===== config.mk =====
export PLATFORM = sky130hd
export DESIGN_NAME = rst_supervisor
export DESIGN_NICKNAME = d
export VERILOG_FILES = /design/src/rtl/rsv_pkg.sv /design/src/rtl/rsv_sync.sv /design/src/rtl/rsv_debounce.sv /design/src/rtl/rsv_delay_sel.sv /design/src/rtl/rsv_hold_timer.sv /design/src/rtl/rst_supervisor.sv
export SDC_FILE = /design/constraint.sdc
export NUM_CORES = 1
export LEC_CHECK = 0
export BUFFER_PORTS_ARGS = -buffer_cell sky130_fd_sc_hd__buf_2
export CORE_MARGIN = 1
export CORE_UTILIZATION = 35
export DETAILED_ROUTE_END_ITERATION = 6
export GPL_TIMING_DRIVEN = 0
export PLACE_DENSITY = 0.56
export SKIP_CTS_REPAIR_TIMING = 1
export SLEW_MARGIN = 15
export SYNTH_ARGS = -nofsm -noshare
export SYNTH_HDL_FRONTEND = slang
export SYNTH_SLANG_ARGS = --single-unit
export TNS_END_PERCENT = 100

===== constraint.sdc =====
create_clock -name clk -period 2.05 [get_ports clk]
set_clock_uncertainty 0.1 [all_clocks]
set_input_delay 0.1025 -clock clk [delete_from_list [all_inputs] [get_ports clk]]
set_output_delay 0.1025 -clock clk [all_outputs]
set_load 0.03 [all_outputs]

===== src/rtl/rsv_pkg.sv =====
package rsv_pkg;

   typedef enum logic [1:0] {
      HOLD_SHORT  = 2'd0,
      HOLD_MEDIUM = 2'd1,
      HOLD_LONG   = 2'd2,
      HOLD_XLONG  = 2'd3
   } hold_code_e;

   localparam int unsigned MAX_HOLD_MS = 300;

   function automatic int unsigned hold_ms(input hold_code_e code);
      case (code)
         HOLD_SHORT:  return 50;
         HOLD_MEDIUM: return 100;
         HOLD_LONG:   return 200;
         default:     return MAX_HOLD_MS;
      endcase
   endfunction

endpackage


===== src/rtl/rsv_sync.sv =====
module rsv_sync #(
   parameter int STAGES = 2
) (
   input  logic clk,
   input  logic rst_n,
   input  logic din,
   output logic dout
);
   logic [STAGES-1:0] stage_q;

   generate
      for (genvar s = 0; s < STAGES; s++) begin : g_stage
         if (s == 0) begin : g_first
            always_ff @(posedge clk or negedge rst_n) begin
               if (!rst_n) stage_q[0] <= 1'b0;
               else        stage_q[0] <= din;
            end
         end else begin : g_next
            always_ff @(posedge clk or negedge rst_n) begin
               if (!rst_n) stage_q[s] <= 1'b0;
               else        stage_q[s] <= stage_q[s-1];
            end
         end
      end
   endgenerate

   assign dout = stage_q[STAGES-1];
endmodule


===== src/rtl/rsv_debounce.sv =====
module rsv_debounce #(
   parameter int unsigned STABLE_CYC = 40
) (
   input  logic clk,
   input  logic rst_n,
   input  logic din,
   output logic level_o
);
   generate
      if (STABLE_CYC == 0) begin : g_bypass
         assign level_o = din;
      end else begin : g_filter
         localparam int DW = (STABLE_CYC > 1) ? $clog2(STABLE_CYC) : 1;
         localparam logic [DW-1:0] LAST = DW'(STABLE_CYC - 1);
         logic [DW-1:0] run_q;
         logic          lvl_q;

         always_ff @(posedge clk or negedge rst_n) begin
            if (!rst_n) begin
               run_q <= '0;
               lvl_q <= 1'b0;
            end else if (din == lvl_q) begin
               run_q <= '0;
            end else if (run_q == LAST) begin
               run_q <= '0;
               lvl_q <= din;
            end else begin
               run_q <= run_q + 1'b1;
            end
         end

         assign level_o = lvl_q;
      end
   endgenerate
endmodule


===== src/rtl/rsv_delay_sel.sv =====
module rsv_delay_sel #(
   parameter int unsigned CLK_KHZ = 200000,
   parameter int          TW      = 26
) (
   input  logic [1:0]    code_i,
   output logic [TW-1:0] limit_o
);
   import rsv_pkg::*;

   always_comb begin
      limit_o = TW'(hold_ms(hold_code_e'(code_i)) * CLK_KHZ);
   end
endmodule


===== src/rtl/rsv_hold_timer.sv =====
module rsv_hold_timer #(
   parameter int TW = 26
) (
   input  logic          clk,
   input  logic          rst_n,
   input  logic          hold_i,
   input  logic [TW-1:0] limit_i,
   output logic          reset_o
);
   logic [TW-1:0] elapsed_q;
   logic          out_q;

   always_ff @(posedge clk or negedge rst_n) begin
      if (!rst_n) begin
         elapsed_q <= '0;
         out_q     <= 1'b1;
      end else if (hold_i) begin
         elapsed_q <= '0;
         out_q     <= 1'b1;
      end else if (out_q) begin
         if (elapsed_q == limit_i - TW'(1)) begin
            elapsed_q <= '0;
            out_q     <= 1'b0;
         end else begin
            elapsed_q <= elapsed_q + 1'b1;
         end
      end
   end

   assign reset_o = out_q;
endmodule


===== src/rtl/rst_supervisor.sv =====
module rst_supervisor #(
   parameter int unsigned CLK_KHZ     = 200000,
   parameter int unsigned DEB_MS      = 10,
   parameter int          SYNC_STAGES = 2
) (
   input  logic       clk,
   input  logic       rst_n,
   input  logic       undervolt_i,
   input  logic       mr_btn_i,
   input  logic [1:0] dly_code_i,
   output logic       reset_o
);
   localparam int unsigned DEB_CYC = DEB_MS * CLK_KHZ;
   localparam int unsigned MAX_CYC = rsv_pkg::MAX_HOLD_MS * CLK_KHZ;
   localparam int          TW      = $clog2(MAX_CYC + 1);

   generate
      if (CLK_KHZ < 1) begin : g_bad_clk
         $error("rst_supervisor: CLK_KHZ must be at least 1");
      end
      if (SYNC_STAGES < 2) begin : g_bad_sync
         $error("rst_supervisor: SYNC_STAGES must be at least 2");
      end
   endgenerate

   logic          mr_sync;
   logic          mr_level;
   logic [TW-1:0] limit;

   rsv_sync #(.STAGES(SYNC_STAGES)) u_sync (
      .clk  (clk),
      .rst_n(rst_n),
      .din  (mr_btn_i),
      .dout (mr_sync)
   );

   rsv_debounce #(.STABLE_CYC(DEB_CYC)) u_deb (
      .clk    (clk),
      .rst_n  (rst_n),
      .din    (mr_sync),
      .level_o(mr_level)
   );

   rsv_delay_sel #(.CLK_KHZ(CLK_KHZ), .TW(TW)) u_sel (
      .code_i (dly_code_i),
      .limit_o(limit)
   );

   rsv_hold_timer #(.TW(TW)) u_tmr (
      .clk    (clk),
      .rst_n  (rst_n),
      .hold_i (undervolt_i | mr_level),
      .limit_i(limit),
      .reset_o(reset_o)
   );
endmodule


==> key figures <==
Die
  – Die H: 99.83 um
  – DIE AREA: 0.009965 sq mm
  – Cell Rows: 35
  – Area of the core: 0.009240 sq mm
  – I/O pin count: 7
  – Die X: 99.83 um
  – Starting Density: 36.25%

Clock tree
  – Clock Root Buffer: clkbuf_8
  – Htree depth: 2
  – Clock Sinks: between 50 and 60
  – Clock Latency Late Sink: 310 ps
  – Total CTS buffers: 5
  – TritonCTS clock tree: yes
  – Clk slew on worst S/H paths: 100 ps
  – Clock Tree Buf Depth: 2

Flow run
  – Max Cap Violations: 0

Synthesis
  – Area leader, netlist: dfrtp_1
  – #FFs+latches synth: 51
  – Most instantiated cells after synthesis: dfrtp_1 (50), nor2_1 (43), nand2_1 (38)
  – Yosys warning total: 0
  – Synth top area cells: dfrtp_1 (37%), ha_1 (4.9%), nor2_1 (4.8%), nand3_1 (4.8%), xnor2_1 (4.4%)
  – Share of the synthesized area in the top cell type: 37.36%
  – Net Count, Synth: about 400
  – Top_reg_cell synth: dfrtp_1
  – Count leader, synth: dfrtp_1
  – Library cells used by synthesis: 52
  – Cell count after synthesis: 386
  – Syn avg cell area: 8.677 sq um
  – Synth Cell Area: ~0.0033 sq mm
  – Share of synthesized flip-flops with an asynchronous set or reset: 100.0%
  – EDFF count, synth: 0
  – Sequential share of the synthesized area: a little under two fifths

Worst setup path
  – End of the critical path: u_tmr.elapsed_q[21]$_DFFE_PN0P_
  – CP startpoint kind: flop
  – Worst setup EP type: flop
  – Critical-path maximum fanout: 5
  – Worst path slowest cell: or4_4
  – WP depth: 7
  – Worst r2r dst: u_tmr.elapsed_q[21]$_DFFE_PN0P_
  – Worst R2R Path Depth: 7
  – CP startpoint: u_tmr.elapsed_q[22]$_DFFE_PN0P_
  – Worst setup path class: flop to flop
  – Delay-heaviest family, CP: compound AO/OA/AOI/OAI gates
  – Crit-path cells: or4_4 > a211oi_2 > o2111a_2 > o311ai_4 > buf_2 > o2bb2ai_1 > a21oi_1
  – Worst EP required: 2130 ps
  – R2r startpoint: u_tmr.elapsed_q[22]$_DFFE_PN0P_
  – Crit path arrival time: about 2300 ps
  – Setup slack on the worst flop-to-flop path: -210 ps
  – Buf+Inv Stages, Crit Path: 1
  – Slowest stage delay, CP: 520 ps

STA
  – Pins Over Slew Limit: 0
  – Slew HR: 55.45%
  – Minimum hold slack: between 100 and 150 ps
  – Tmin final: 2257 ps
  – RSZ-0062 raised after global routing: true
  – Fmax: roughly 0.44 GHz
  – Finish-stage setup viols: 24
  – Fin crit share: 110.1%
  – Final hold violations: 0
  – Setup ws final: -207.0 ps
  – Slew @ Worst Pin: 668.2 ps
  – Setup TNS: -4140 ps

Route
  – Average wire per standard cell: 16.08 um
  – Detailed Route WL: 8697 um
  – 1st-iter DRT viols: 141
  – Post-DRT Antenna Nets: 0
  – DRC errors left: 0
  – First-pass DRT Iterations: 4
  – Vias: 3004
  – Via density per instance: approximately 5.6

Place
  – Placed cells: 521
  – Port Buffers: 6
  – Placed cell area: 0.003595 sq mm
  – GP Congestion: approximately 0.85
  – Final HPWL DP: between 5000 and 6000 um

Finish
  – Final Util: 43.67%
  – Cell area after layout: 0.004035 sq mm
  – Share of cells above drive strength 1: 22.33%
  – Final std cells w/o fill: 541
  – Layout overhead on the synthesized area: 20.47%
  – Antenna cells: 0
  – Nets: 430

GRT
  – Vias in the first global route: 2853
  – First-pass GRT wire length: 13800 um
  – Total grt overflow: 0
  – Largest net degree at the start of global routing: 52
  – Global-route usage over all layers: 17.33%
  – Initial antenna violation count: 0

Pwr
  – PwrDens: 500.6 mW/mm^2
  – Leak Pwr: roughly 0.0016 uW
  – Maximum VDD drop: 0.0002698 V

Hold path
  – HP Class: input pin to flop

Outcome
  – Failing checks: setup timing
  – Status: finished, violations left
worst reg2reg max path, stage by stage (launching register included):
cell	delay, ps
dfrtp_2	450
or4_4	530
a211oi_2	200
o2111a_2	250
o311ai_4	160
buf_2	220
o2bb2ai_1	140
a21oi_1	80
per-stage QoR:
step	power, uW	setup slack [ps]
after floorplan	1186	-166.2
final	2020	-207.0
after CTS	2003	-499.1
after global routing	2098	-305.6
after detailed placement	1258	-777.6
after global placement	1255	-751.4
registers in the layout, indices dropped and copies added (netlist names):
signal and flops:
u_deb.g_filter.run_q 21, u_tmr.reset_o 1, u_tmr.elapsed_q 26, u_sync.dout 1, u_deb.level_o 1, u_sync.stage_q 1
per-layer routing:
layer | up-vias | part of all wire (%) | GRT usage (%)
met5 | - | 0 | 0
met4 | 0 | 1.2 | 5.090
met3 | 10 | 3.9 | 2.646
met2 | 64 | 50 | 29.60
met1 | 1465 | 45 | 22.68
li1 | 1465 | - | -
placed cells by master (no fill, tap or decap), drive strengths merged, types with 3 or more instances in the layout:
cell and count:
and2 6, and4 4, inv 7, nor2b 3
o21ai 13, or4 7, and3 10, nor2 44
nand2 38, mux2 3, o211ai 10, or2 6
or3 5, o22ai 7, xor2 11, dfrtp 50
a21oi 10, clkbuf 14, ha 13, a31oi 8
xnor2 17, nand4b 4, nor3 11, nor4 7
nand3 32, buf 27, nand4 14, o21a 5
area by class of cell:
| type | instances | area [sq um] |
|---|---|---|
| plain buffers | 17 | 106.4 |
| clock buffers | 5 | 68.82 |
| clock inverters | 3 | 47.55 |
| fillers | 927 | 5205 |
| inverters | 6 | 27.53 |
| multi-input cells | 309 | 2175 |
| flip-flops and latches | 51 | 1289 |
| well taps | 129 | 161.4 |
| repair buffers | 21 | 160.2 |
cell families after synthesis:
family,count (synthesis),share of synthesized area [%]
mux,3,1.009
xor+xnor,28,7.321
compound gates,65,13.45
fa+ha+maj,13,4.856
simple gates,199,31.34
buf+inv,27,3.885
flops,51,38.14
how the worst min path moves through the flow:
| stage | from | endpoint | slack, ps | cells after the start |
|---|---|---|---|---|
| CTS | mr_btn_i | u_sync.stage_q[0]$_DFF_PN0_ | -210 | 1 |
| global placement | mr_btn_i | u_sync.stage_q[0]$_DFF_PN0_ | 110 | 1 |
| floorplan | rst_n | u_deb.g_filter.run_q[0]$_DFF_PN0_ | -290 | 0 |
| finish | undervolt_i | u_tmr.elapsed_q[23]$_DFFE_PN0P_ | 140 | 4 |
| global route | undervolt_i | u_tmr.elapsed_q[12]$_DFFE_PN0P_ | 170 | 4 |
| detailed placement | mr_btn_i | u_sync.stage_q[0]$_DFF_PN0_ | 120 | 1 |
report_power, final:
part / internal (uW) / switching [uW] / leakage, uW
registers: 1020 / 12.0 / 0.000685
logic: 93.5 / 155 / 0.000828
clock network: 371 / 372 / 0.0000587
total: 1480 / 539 / 0.00157
Note: power is estimated with default switching activity, not from simulation.
